==> src/rtl/esb_pkg.sv <==
package esb_pkg;
  typedef logic [1:0] pq_t;
  localparam pq_t PQ_MASKED = 2'b01;

  typedef enum logic [1:0] {OP_EOI = 2'd0, OP_GET = 2'd1, OP_SET = 2'd2} ld_op_e;

  localparam int OFF_W  = 12;
  localparam int DATA_W = 64;
endpackage

==> src/rtl/esb_addr_decode.sv <==
module esb_addr_decode import esb_pkg::*; #(
  parameter int ADDR_W     = 32,
  parameter int PAGE_SHIFT = 12,
  parameter int NUM_DESC   = 12,
  parameter int IDX_W      = 4
) (
  input  logic [ADDR_W-1:0] addr_i,
  output logic [IDX_W-1:0]  idx_o,
  output logic              esc_o,
  output logic              in_range_o,
  output ld_op_e            op_o,
  output pq_t               set_val_o
);
  localparam int HI_W = ADDR_W - PAGE_SHIFT - 1;

  logic [HI_W-1:0]  hi;
  logic [OFF_W-1:0] off;

  assign hi         = addr_i[ADDR_W-1:PAGE_SHIFT+1];
  assign off        = addr_i[OFF_W-1:0];
  assign esc_o      = addr_i[PAGE_SHIFT];
  assign idx_o      = hi[IDX_W-1:0];
  assign in_range_o = (hi < HI_W'(NUM_DESC));
  assign set_val_o  = off[9:8];

  always_comb begin
    if (!off[11])              op_o = OP_EOI;
    else if (off[11:10] == 2'b10) op_o = OP_GET;
    else                       op_o = OP_SET;
  end
endmodule

==> src/rtl/esb_load_alu.sv <==
module esb_load_alu import esb_pkg::*; (
  input  ld_op_e op_i,
  input  pq_t    set_val_i,
  input  pq_t    old_i,
  output pq_t    new_o,
  output pq_t    ret_o
);
  always_comb begin
    new_o = old_i;
    ret_o = old_i;
    unique case (op_i)
      OP_EOI: begin
        ret_o = {1'b0, old_i == 2'b11};
        unique case (old_i)
          2'b11:   new_o = 2'b10;
          2'b01:   new_o = 2'b01;
          default: new_o = 2'b00;
        endcase
      end
      OP_SET:  new_o = set_val_i;
      default: ;
    endcase
  end
endmodule

==> src/rtl/esb_trig_alu.sv <==
module esb_trig_alu import esb_pkg::*; (
  input  pq_t  old_i,
  output pq_t  new_o,
  output logic notify_o
);
  always_comb begin
    notify_o = (old_i == 2'b00);
    unique case (old_i)
      2'b00:   new_o = 2'b10;
      2'b10:   new_o = 2'b11;
      default: new_o = old_i;
    endcase
  end
endmodule

==> src/rtl/esb_pq_bank.sv <==
module esb_pq_bank import esb_pkg::*; #(
  parameter int NUM_DESC = 12,
  parameter int IDX_W    = 4
) (
  input  logic             clk_i,
  input  logic             rst_ni,
  input  logic [IDX_W-1:0] a_idx_i,
  input  logic             a_esc_i,
  output pq_t              a_pq_o,
  input  logic [IDX_W-1:0] b_idx_i,
  output pq_t              b_pq_o,
  input  logic             wa_en_i,
  input  logic [IDX_W-1:0] wa_idx_i,
  input  logic             wa_esc_i,
  input  pq_t              wa_pq_i,
  input  logic             wb_en_i,
  input  logic [IDX_W-1:0] wb_idx_i,
  input  pq_t              wb_pq_i
);
  localparam logic [IDX_W:0] NUM_L = (IDX_W+1)'(NUM_DESC);

  pq_t notif[NUM_DESC];
  pq_t escal[NUM_DESC];

  for (genvar g = 0; g < NUM_DESC; g++) begin : g_desc
    localparam logic [IDX_W-1:0] ME = IDX_W'(g);
    pq_t n_q, e_q;
    always_ff @(posedge clk_i or negedge rst_ni) begin
      if (!rst_ni) begin
        n_q <= PQ_MASKED;
        e_q <= PQ_MASKED;
      end else begin
        // trigger path carries the merged value when both hit this pair
        if (wb_en_i && wb_idx_i == ME)                     n_q <= wb_pq_i;
        else if (wa_en_i && !wa_esc_i && wa_idx_i == ME)   n_q <= wa_pq_i;
        if (wa_en_i && wa_esc_i && wa_idx_i == ME)         e_q <= wa_pq_i;
      end
    end
    assign notif[g] = n_q;
    assign escal[g] = e_q;
  end

  always_comb begin
    a_pq_o = PQ_MASKED;
    if ({1'b0, a_idx_i} < NUM_L) a_pq_o = a_esc_i ? escal[a_idx_i] : notif[a_idx_i];
  end

  always_comb begin
    b_pq_o = PQ_MASKED;
    if ({1'b0, b_idx_i} < NUM_L) b_pq_o = notif[b_idx_i];
  end
endmodule

==> src/rtl/esb_load_ctrl.sv <==
module esb_load_ctrl import esb_pkg::*; #(
  parameter int NUM_DESC   = 12,
  parameter int PAGE_SHIFT = 12,
  parameter int ADDR_W     = 32,
  parameter int IDX_W      = (NUM_DESC > 1) ? $clog2(NUM_DESC) : 1
) (
  input  logic                clk_i,
  input  logic                rst_ni,
  input  logic                req_valid_i,
  input  logic                req_write_i,
  input  logic [1:0]          req_size_i,
  input  logic [ADDR_W-1:0]   req_addr_i,
  input  logic [NUM_DESC-1:0] desc_valid_i,
  input  logic [NUM_DESC-1:0] ucond_i,
  input  logic                trig_valid_i,
  input  logic [IDX_W-1:0]    trig_idx_i,
  output logic                rsp_valid_o,
  output logic                rsp_err_o,
  output logic [63:0]         rsp_data_o,
  output logic                fwd_o,
  output logic [IDX_W-1:0]    fwd_idx_o,
  output logic                ld_wb_en_o,
  output logic [IDX_W-1:0]    ld_wb_idx_o,
  output logic                ld_wb_esc_o,
  output logic [1:0]          ld_wb_pq_o,
  output logic                tr_wb_en_o,
  output logic [IDX_W-1:0]    tr_wb_idx_o,
  output logic [1:0]          tr_wb_pq_o
);
  localparam logic [IDX_W:0] NUM_L     = (IDX_W+1)'(NUM_DESC);
  localparam logic [1:0]     SIZE_DW   = 2'd3;

  logic [IDX_W-1:0] ld_idx;
  logic             ld_esc, ld_in_range, ld_ok;
  ld_op_e           ld_op;
  pq_t              ld_set_val, ld_old, ld_new, ld_ret;

  logic             tr_ok, tr_ucond, tr_notify, collide;
  pq_t              tr_stored, tr_base, tr_new;

  esb_addr_decode #(
    .ADDR_W(ADDR_W), .PAGE_SHIFT(PAGE_SHIFT), .NUM_DESC(NUM_DESC), .IDX_W(IDX_W)
  ) u_dec (
    .addr_i(req_addr_i), .idx_o(ld_idx), .esc_o(ld_esc), .in_range_o(ld_in_range),
    .op_o(ld_op), .set_val_o(ld_set_val)
  );

  esb_load_alu u_ld_alu (
    .op_i(ld_op), .set_val_i(ld_set_val), .old_i(ld_old), .new_o(ld_new), .ret_o(ld_ret)
  );

  esb_trig_alu u_tr_alu (.old_i(tr_base), .new_o(tr_new), .notify_o(tr_notify));

  logic wa_en, wb_en;

  esb_pq_bank #(.NUM_DESC(NUM_DESC), .IDX_W(IDX_W)) u_bank (
    .clk_i, .rst_ni,
    .a_idx_i(ld_idx), .a_esc_i(ld_esc), .a_pq_o(ld_old),
    .b_idx_i(trig_idx_i), .b_pq_o(tr_stored),
    .wa_en_i(wa_en), .wa_idx_i(ld_idx), .wa_esc_i(ld_esc), .wa_pq_i(ld_new),
    .wb_en_i(wb_en), .wb_idx_i(trig_idx_i), .wb_pq_i(tr_new)
  );

  assign ld_ok = req_valid_i && !req_write_i && (req_size_i == SIZE_DW) &&
                 ld_in_range && desc_valid_i[ld_idx];

  assign tr_ok    = trig_valid_i && ({1'b0, trig_idx_i} < NUM_L) && desc_valid_i[trig_idx_i];
  assign tr_ucond = ucond_i[trig_idx_i];
  // same notification pair: load result feeds the trigger rule
  assign collide  = ld_ok && !ld_esc && tr_ok && !tr_ucond && (ld_idx == trig_idx_i);
  assign tr_base  = collide ? ld_new : tr_stored;

  assign wa_en = ld_ok && (ld_new != ld_old) && !collide;
  assign wb_en = tr_ok && !tr_ucond && (tr_new != tr_stored);

  always_ff @(posedge clk_i or negedge rst_ni) begin
    if (!rst_ni) begin
      rsp_valid_o <= 1'b0;
      rsp_err_o   <= 1'b0;
      rsp_data_o  <= '0;
      fwd_o       <= 1'b0;
      fwd_idx_o   <= '0;
      ld_wb_en_o  <= 1'b0;
      ld_wb_idx_o <= '0;
      ld_wb_esc_o <= 1'b0;
      ld_wb_pq_o  <= '0;
      tr_wb_en_o  <= 1'b0;
      tr_wb_idx_o <= '0;
      tr_wb_pq_o  <= '0;
    end else begin
      rsp_valid_o <= req_valid_i;
      rsp_err_o   <= req_valid_i && !ld_ok;
      rsp_data_o  <= ld_ok ? {{(DATA_W-2){1'b0}}, ld_ret} : '1;
      fwd_o       <= tr_ok && (tr_ucond || tr_notify);
      fwd_idx_o   <= trig_idx_i;
      ld_wb_en_o  <= wa_en;
      ld_wb_idx_o <= ld_idx;
      ld_wb_esc_o <= ld_esc;
      ld_wb_pq_o  <= ld_new;
      tr_wb_en_o  <= wb_en;
      tr_wb_idx_o <= trig_idx_i;
      tr_wb_pq_o  <= tr_new;
    end
  end
endmodule

==> config.mk <==
export PLATFORM = sky130hd
export DESIGN_NAME = esb_load_ctrl
export DESIGN_NICKNAME = d
export VERILOG_FILES = /design/src/rtl/esb_pkg.sv /design/src/rtl/esb_addr_decode.sv /design/src/rtl/esb_load_alu.sv /design/src/rtl/esb_trig_alu.sv /design/src/rtl/esb_pq_bank.sv /design/src/rtl/esb_load_ctrl.sv
export SDC_FILE = /design/constraint.sdc
export NUM_CORES = 1
export LEC_CHECK = 0
export CORE_MARGIN = 10
export CORE_UTILIZATION = 30
export DETAILED_ROUTE_END_ITERATION = 12
export PLACE_DENSITY = 0.52
export SLEW_MARGIN = 0
export SYNTH_ARGS = -nofsm -noshare
export SYNTH_HDL_FRONTEND = slang
export SYNTH_HIERARCHICAL = 1
export SYNTH_SLANG_ARGS = --single-unit
==> constraint.sdc <==
create_clock -name clk_i -period 4.6 [get_ports clk_i]
set_clock_uncertainty 0.15 [all_clocks]
set_input_delay 1.15 -clock clk_i [delete_from_list [all_inputs] [get_ports clk_i]]
set_output_delay 1.15 -clock clk_i [all_outputs]
set_load 0.01 [all_outputs]
# Word-level counts from Yosys, hierarchy flattened
# Index checks and enable logic that the tools add are counted.
# word_totals
ff_bits,130
inputBits,67
output_inout_bits,86
elab_cells,201
# op_classes
magnitude_cmp,7
n_eq_ne,31
mux,50
bitwise_logic,2
n_reduce_logical,76
# op_table
op,count
$mux 2,37
$mux 64,1
$logic_and 1x1->1,54
$eq 4x3->1 const B,8
$eq 4x4->1 const B,8
$bmux 2 s4,3
$reduce_bool 2->1,12
$lt 19x4->1 const B,1
$eq 4x2->1 const B,4
$bmux 1 s4,3
$pmux 2 s2,3
$eq 2x2->1 const B,5
$ge 5x5->1 const B,2
$lt 4x5->1 const B,2
$not 4->5,2
$eq 4x1->1 const B,2
$logic_not 4->1,2
$lt 4x4->1 const B,2
$logic_not 1->1,5
$eq 4x4->1,1
$logic_not 2->1,2
$ne 2x2->1,2
$mux 1,3
$eq 2x1->1 const B,1
$logic_or 1x1->1,1

# Longest topological paths before layout
# logic_depth
depth_word,16
mapped_depth,19
ltp_nobuf,16

# Modules after synthesis
# Netlist, hierarchy kept.
# by_module_without_submodules
module,instances,cells_per_inst,area_each_um2
esb_pq_bank,1,264,2932.8
esb_load_ctrl,1,144,1586.5
esb_addr_decode,1,15,112.6
esb_load_alu,1,11,60.1
esb_trig_alu,1,3,16.3

# Worst setup path after synthesis
# OpenSTA, ideal clock, no wires.
# synth_timing
path_type,in2reg
from,input port req_addr_i[14]
to,register u_bank.g_desc[0].n_q[1]
setup_time_ns,0.138
arrival_time_ns,4.919
required_ns,4.312
setup_slack_ns,-0.608
stages,17
cell_sequence,buf_4 buf_6 mux4_1 mux4_2 nor2_1 a21oi_1 nor2b_1 o21ai_0 nand2_1 mux2_1 or2_1 xor2_1 nor2_1 nor3b_1 nor3b_1 nor3b_1 o21ai_0
# synth_via
elab_chain_len,16
word_cells_on_any_way,41
# synth_lines
element,line_no,rtl
"start, declared",esb_load_ctrl.sv:12,"input logic [ADDR_W-1:0] req_addr_i,"
$not 4->5 (implied by the code),esb_pq_bank.sv:45,"if ({1'b0, a_idx_i} < NUM_L) a_pq_o = a_esc_i ? escal[a_idx_i] : notif[a_idx_i];"
$bmux 2 s4,esb_pq_bank.sv:45,
$mux 2 (implied by the code) (2 in a row),esb_pq_bank.sv:45,
$mux 2,esb_pq_bank.sv:45,
$mux 2 *,esb_pq_bank.sv:45,
via ld_old[0],esb_load_ctrl.sv:36,"pq_t ld_set_val, ld_old, ld_new, ld_ret;"
$eq 2x1->1 or $eq 2x2->1 (tied branches),esb_load_alu.sv:14,unique case (old_i)
$pmux 2 s2 *,esb_load_alu.sv:14,
[... 1 more ...],-,
via ld_new[1],esb_load_ctrl.sv:36,
[... 1 more ...],-,
via tr_base[1],esb_load_ctrl.sv:39,"pq_t tr_stored, tr_base, tr_new;"
$eq 2x2->1 or $logic_not 2->1 (tied branches),esb_trig_alu.sv:8,unique case (old_i)
$pmux 2 s2 *,esb_trig_alu.sv:8,
via tr_new[0],esb_load_ctrl.sv:39,
$ne 2x2->1 *,esb_load_ctrl.sv:74,assign wb_en = tr_ok && !tr_ucond && (tr_new != tr_stored);
$logic_and 1x1->1 *,esb_load_ctrl.sv:74,
via wb_en,esb_load_ctrl.sv:54,"logic wa_en, wb_en;"
$logic_and 1x1->1 *,esb_pq_bank.sv:34,if (wb_en_i && wb_idx_i == ME) n_q <= wb_pq_i;
$mux 2 or $reduce_bool 2->1 (tied branches),-,
"end signal, assigned",esb_pq_bank.sv:34,
"end signal, assigned",esb_pq_bank.sv:35,else if (wa_en_i && !wa_esc_i && wa_idx_i == ME) n_q <= wa_pq_i;
"end, declared",esb_pq_bank.sv:27,"pq_t n_q, e_q;"
# Mark *: on every way through the listed nets, which the timed path passes. The rest lies on a longest branch. The select of a mux whose other input is x is not followed.
# A chain may end at the register's enable or synchronous reset.

# Final worst setup path
# layout_timing
from,input port req_addr_i[17]
to,register u_bank.g_desc[1].n_q[1]
# layout_via
elab_chain_len,14
word_cells_on_any_way,21
# layout_lines
element,line_no,rtl
$lt 19x4->1 *,esb_addr_decode.sv:23,assign in_range_o = (hi < HI_W'(NUM_DESC));
via ld_in_range,esb_load_ctrl.sv:34,"logic ld_esc, ld_in_range, ld_ok;"
$logic_and 1x1->1 *,esb_load_ctrl.sv:64,assign ld_ok = req_valid_i && !req_write_i && (req_size_i == SIZE_DW) &&
$logic_and 1x1->1 *,esb_load_ctrl.sv:65,ld_in_range && desc_valid_i[ld_idx];
$logic_and 1x1->1 * (4 in a row),esb_load_ctrl.sv:70,assign collide = ld_ok && !ld_esc && tr_ok && !tr_ucond && (ld_idx == trig_idx_i);
$mux 2 *,esb_load_ctrl.sv:71,assign tr_base = collide ? ld_new : tr_stored;
via tr_base[1],esb_load_ctrl.sv:39,
$eq 2x2->1 or $logic_not 2->1 (tied branches),esb_trig_alu.sv:8,
$pmux 2 s2 *,esb_trig_alu.sv:8,
via tr_new[0],esb_load_ctrl.sv:39,
$ne 2x2->1 *,esb_load_ctrl.sv:74,
$logic_and 1x1->1 *,esb_load_ctrl.sv:74,
via wb_en,esb_load_ctrl.sv:54,
$logic_and 1x1->1 *,esb_pq_bank.sv:34,
$mux 2 or $reduce_bool 2->1 (tied branches),-,
"end signal, assigned",esb_pq_bank.sv:34,
"end signal, assigned",esb_pq_bank.sv:35,
"end, declared",esb_pq_bank.sv:27,
# Mark *: on every way through the listed nets, which the timed path passes. The rest lies on a longest branch.

==> key figures <==
Worst hold path
  • HP Start: u_bank/g_desc[5].e_q[1]$_DFFE_PN0P_
  • Hold Crit Class: reg -> reg
  • Hold depth: 1
  • Worst hold endpoint: u_bank/g_desc[5].e_q[1]$_DFFE_PN0P_

Timing
  • Worst Max-Slew Pin Slew: between 600 and 700 ps
  • RSZ-0062 raised after global routing: true
  • Final setup vio count: 9
  • Slew Viols, Final: 0
  • Final worst slack: -106 ps
  • Final min period: 4710 ps
  • Max Fclk: between 200 and 250 MHz
  • Fin crit share: 102%
  • Slew HR: about three fifths
  • Final hold violation count: 0

Cells and area
  • Area Growth Syn to Fin: 47.0%
  • Filler cell count: 1422
  • Multi-input logic area: roughly 2600 um^2
  • Final non-filler cell area: 6920 um^2
  • Final nets: 638
  • N_diodes: 0
  • FF+latch area: roughly 1800 um^2
  • Layout cells sized above 1: 38.4%

Clock tree
  • Post-cts hold buffer count: 0
  • Clock-pin slew of the registers on the worst-case setup and hold paths: about 60 ps
  • Clk_lat worst skew: around 330 ps
  • Htree depth: 3
  • Root buffer cell: clkbuf_16
  • Max Root-Sink Buffers: 2
  • Clk sinks: just under 70
  • TritonCTS clock tree: done
  • CTS Buf Count: 9

Power and ir drop
  • Leak pwr: approximately 0.003 uW
  • Share of total power in the clock network: 36.7%
  • Sw frac: about 28%
  • Net Switching: approximately 540 uW
  • VDD IR-drop max: roughly 0.00018 V
  • Internal Pwr Total: ~1400 uW
  • Reg power frac: 38.6%
  • Power Density: about 280 nW/um^2
  • Combinational group share of total power: approximately 25%
  • Total power: ~1900 uW

Global route
  • Vias in the first global route: a little under 4000
  • Gr usage total: between 10 and 15%
  • Global routing usage on met2: between 20 and 25%
  • Grt met1 use: ~17%
  • GR Overflow Total: 0
  • M3 GR Usage: roughly 3.7%
  • Initial antenna violation count: 0
  • GRT busiest layer: met2
  • First-pass GRT wire length: around 23 mm
  • Maximum number of pins on one net before global-route repair: 63

Critical path
  • R2r worst-path depth: 17
  • Biggest cell delay along the critical path: roughly 460 ps
  • Buffers & Inverters on Critical Path: 2
  • Slowest stage cell, crit path: o41a_4
  • Worst r2r src: u_bank/g_desc[5].n_q[0]$_DFFE_PN1P_
  • Kind of critical path: in -> reg
  • Setup slack, reg-to-reg: just over 600 ps
  • Largest fanout on the critical path: 5
  • Required @ worst endpoint: 4660 ps
  • Crit-path cells: clkdlybuf4s50_1, nor4_2, and4b_1, o311ai_2, o41a_4, nor4b_4, mux2_4, or2_4, xor2_1, nor2_1, nor3b_2, buf_4, nand3b_1, or3_4, nor2_2, a21oi_1
  • Cell class contributing the biggest share of worst-path delay: simple AND/OR/NAND/NOR gates
  • Crit. End Element: flip-flop
  • FF-to-FF End: u_bank/g_desc[1].n_q[1]$_DFFE_PN0P_
  • Startpoint type of the worst setup path: primary input
  • CP arrival: 4770 ps

Synthesis
  • Ys flop type: dfrtp_1
  • Post-synth EDFFs: 0
  • Area contributors post-synth: dfrtp_1 24%, dfstp_2 13%, buf_4 11%, mux2i_1 8.3%, mux2_2 6.2%
  • Synth Warn #: 6
  • Area share of the largest cell type after synthesis: around a quarter
  • Mapped Nets: around 500
  • Number of synthesized register bits: slightly below 70
  • Mapped Cells: between 400 and 500
  • Post-synthesis sequential area ratio: a little under two fifths
  • Post-synth ARST share: 100%
  • Mapped Area: 4710 um^2
  • Leading area contributor after synthesis: dfrtp_1
  • Post-synthesis area per instance: roughly 11 um^2
  • Synth cell types: 55

Run status
  • Outcome: finished, violations left
  • Failing checks: negative setup slack

Routing
  • WL per Instance: approximately 19 um
  • Vias: between 3000 and 4000
  • Final ANT Viol Nets: 0
  • Drt drc: 0
  • Routed WL: approximately 15 mm
  • Vias per inst: roughly 4.8
  • TritonRoute pass-1 iters: 4
  • Initial drt markers: 137

Placement
  • Port Buffers: 144
  • Detail Placement HPWL: approximately 11 mm
  • Dpl cell area: about 6300 um^2
  • RePlAce Congestion: roughly 0.81

Floorplan
  • Core area: roughly 15000 um^2
  • Die width: roughly 150 um
  • # IOs: between 150 and 200
  • Starting Density: 30.7%
  • Die Area: 21100 um^2
  • Site Rows: 45
  • Die height: ~150 um

Run
  • Max cap viols: 0
==> flip-flops by register name (all words and copies together) (netlist names), 2 cells and up <==
| register | count |
|---|---|
| u_bank/g_desc.e_q | 24 |
| rsp_data_o | 3 |
| ld_wb_pq_o | 2 |
| u_bank/g_desc.n_q | 24 |
| ld_wb_idx_o | 4 |
| tr_wb_pq_o | 2 |
| fwd_idx_o | 4 |
==> cell usage in the layout, fill, tap and decap left out, types with 3 or more instances in the layout <==
cell type        synthesis  routed
o21ai_1                  0      11
mux2_2                  26      25
nor2_4                   0       8
xor2_1                   3       3
buf_6                    3       8
mux2i_1                 39      39
clkbuf_16                0      10
buf_4                   72      58
mux2_4                   1       4
nand2b_1                13      11
nand2_1                 33      31
nor2_1                  31      12
nand4_1                  4       4
mux4_2                  13      17
inv_1                    5       5
mux4_1                   7       3
buf_2                    3       6
clkdlybuf4s15_1          0       3
dlymetal6s2s_1           0       4
dfstp_2                 24      24
nor2b_1                 11      10
nor2_2                   0      11
clkdlybuf4s50_1          0     123
dfrtp_1                 45      45
a21oi_1                 15      11
buf_12                   0       4
a21oi_2                  0       4
o21ai_0                 17       6
xnor2_1                  5       4
nand3b_1                 3       3
==> layout make-up <==
class / count / share of cell area (%)
clock inverters: 5 / 0.850
multi-input cells: 276 / 37.4
inverters: 5 / 0.271
repair buffers: 210 / 28.8
well taps: 211 / 3.81
flip-flops and latches: 69 / 25.4
clock buffers: 11 / 3.51
==> cell families (layout without fill, tap and decap cells) <==
kind of cell,after synthesis,in the layout,synth area share [%]
AND/OR/NAND/NOR,133,133,15.6
multiplexers,88,88,25.4
XOR/XNOR,8,8,1.49
AO/OA/AOI/OAI,47,47,6.54
flip-flops,69,69,37.3
buffers and inverters,92,231,13.6
==> timing repair <==
action / 4_1_cts / 5_1_grt
pin swaps: 24 / 21
endpoints found under the setup margin: 49 / 48
cloned: 0 / 1
buffers inserted: 10 / 7
resized for setup: 83 / 45
==> power by group through the flow <==
stage	clock network [uW]	logic, uW	registers [uW]
5_1_grt	744	513	743
4_1_cts	713	450	737
2_1_floorplan	0	231	729
3_5_place_dp	0	432	746
3_3_place_gp	0	428	745
6_report	700	472	738
==> Yosys cell counts, types with 2 or more instances <==
library cell	number
inv_1	5
nor3b_1	3
mux4_1	7
o22ai_1	2
dfrtp_1	45
or3_1	4
and4bb_2	2
xnor2_1	5
nand3_1	3
xor2_1	3
nand2_1	33
nand4b_1	2
a21oi_1	15
nor2b_1	11
buf_6	3
mux2i_1	39
nand4_1	4
buf_2	3
nor2_1	31
mux2_1	2
nor3_1	4
nand2b_1	13
nand3b_1	3
mux4_2	13
nor4_2	2
a22oi_1	2
dfstp_2	24
nor4_1	4
mux2_2	26
o21ai_0	17
or2_2	3
buf_4	72
clkbuf_1	9
a211oi_1	2
==> how the worst max path moves through the flow <==
stage	from	endpoint	cells after the start
after CTS	req_addr_i[31]	u_bank/g_desc[1].n_q[1]$_DFFE_PN0P_	18
after floorplan	req_addr_i[14]	u_bank/g_desc[1].n_q[1]$_DFFE_PN0P_	18
final	req_addr_i[17]	u_bank/g_desc[1].n_q[1]$_DFFE_PN0P_	16
after detailed placement	req_addr_i[29]	u_bank/g_desc[1].n_q[1]$_DFFE_PN0P_	17
after global placement	req_addr_i[29]	u_bank/g_desc[1].n_q[1]$_DFFE_PN0P_	17
after global routing	req_addr_i[20]	u_bank/g_desc[2].n_q[1]$_DFFE_PN0P_	18
==> per-stage QoR <==
| step | std cells | TNS [ps] | hold slack (ps) | worst slack [ps] | utilization, % |
|---|---|---|---|---|---|
| after floorplan | 437 | -1250 | 324 | -218 | - |
| after global placement | 757 | -36710 | 338 | -949 | 40.8 |
| after detailed placement | 757 | -39530 | 351 | -1040 | 40.8 |
| after CTS | 783 | -4240 | 364 | -268 | 44.0 |
| after global routing | 787 | -5310 | 384 | -323 | 45.2 |
| final | 787 | -352 | 359 | -106 | 45.2 |
==> routing by layer <==
layer / vias up / share of wire [%] / routed length (um)
met5: - / 0 / 0
met4: 0 / 1.4 / 200
met3: 12 / 6.4 / 933
met2: 134 / 48 / 7050
met1: 1838 / 44 / 6400
li1: 1766 / - / -
Note: power is estimated with default switching activity, not from simulation.
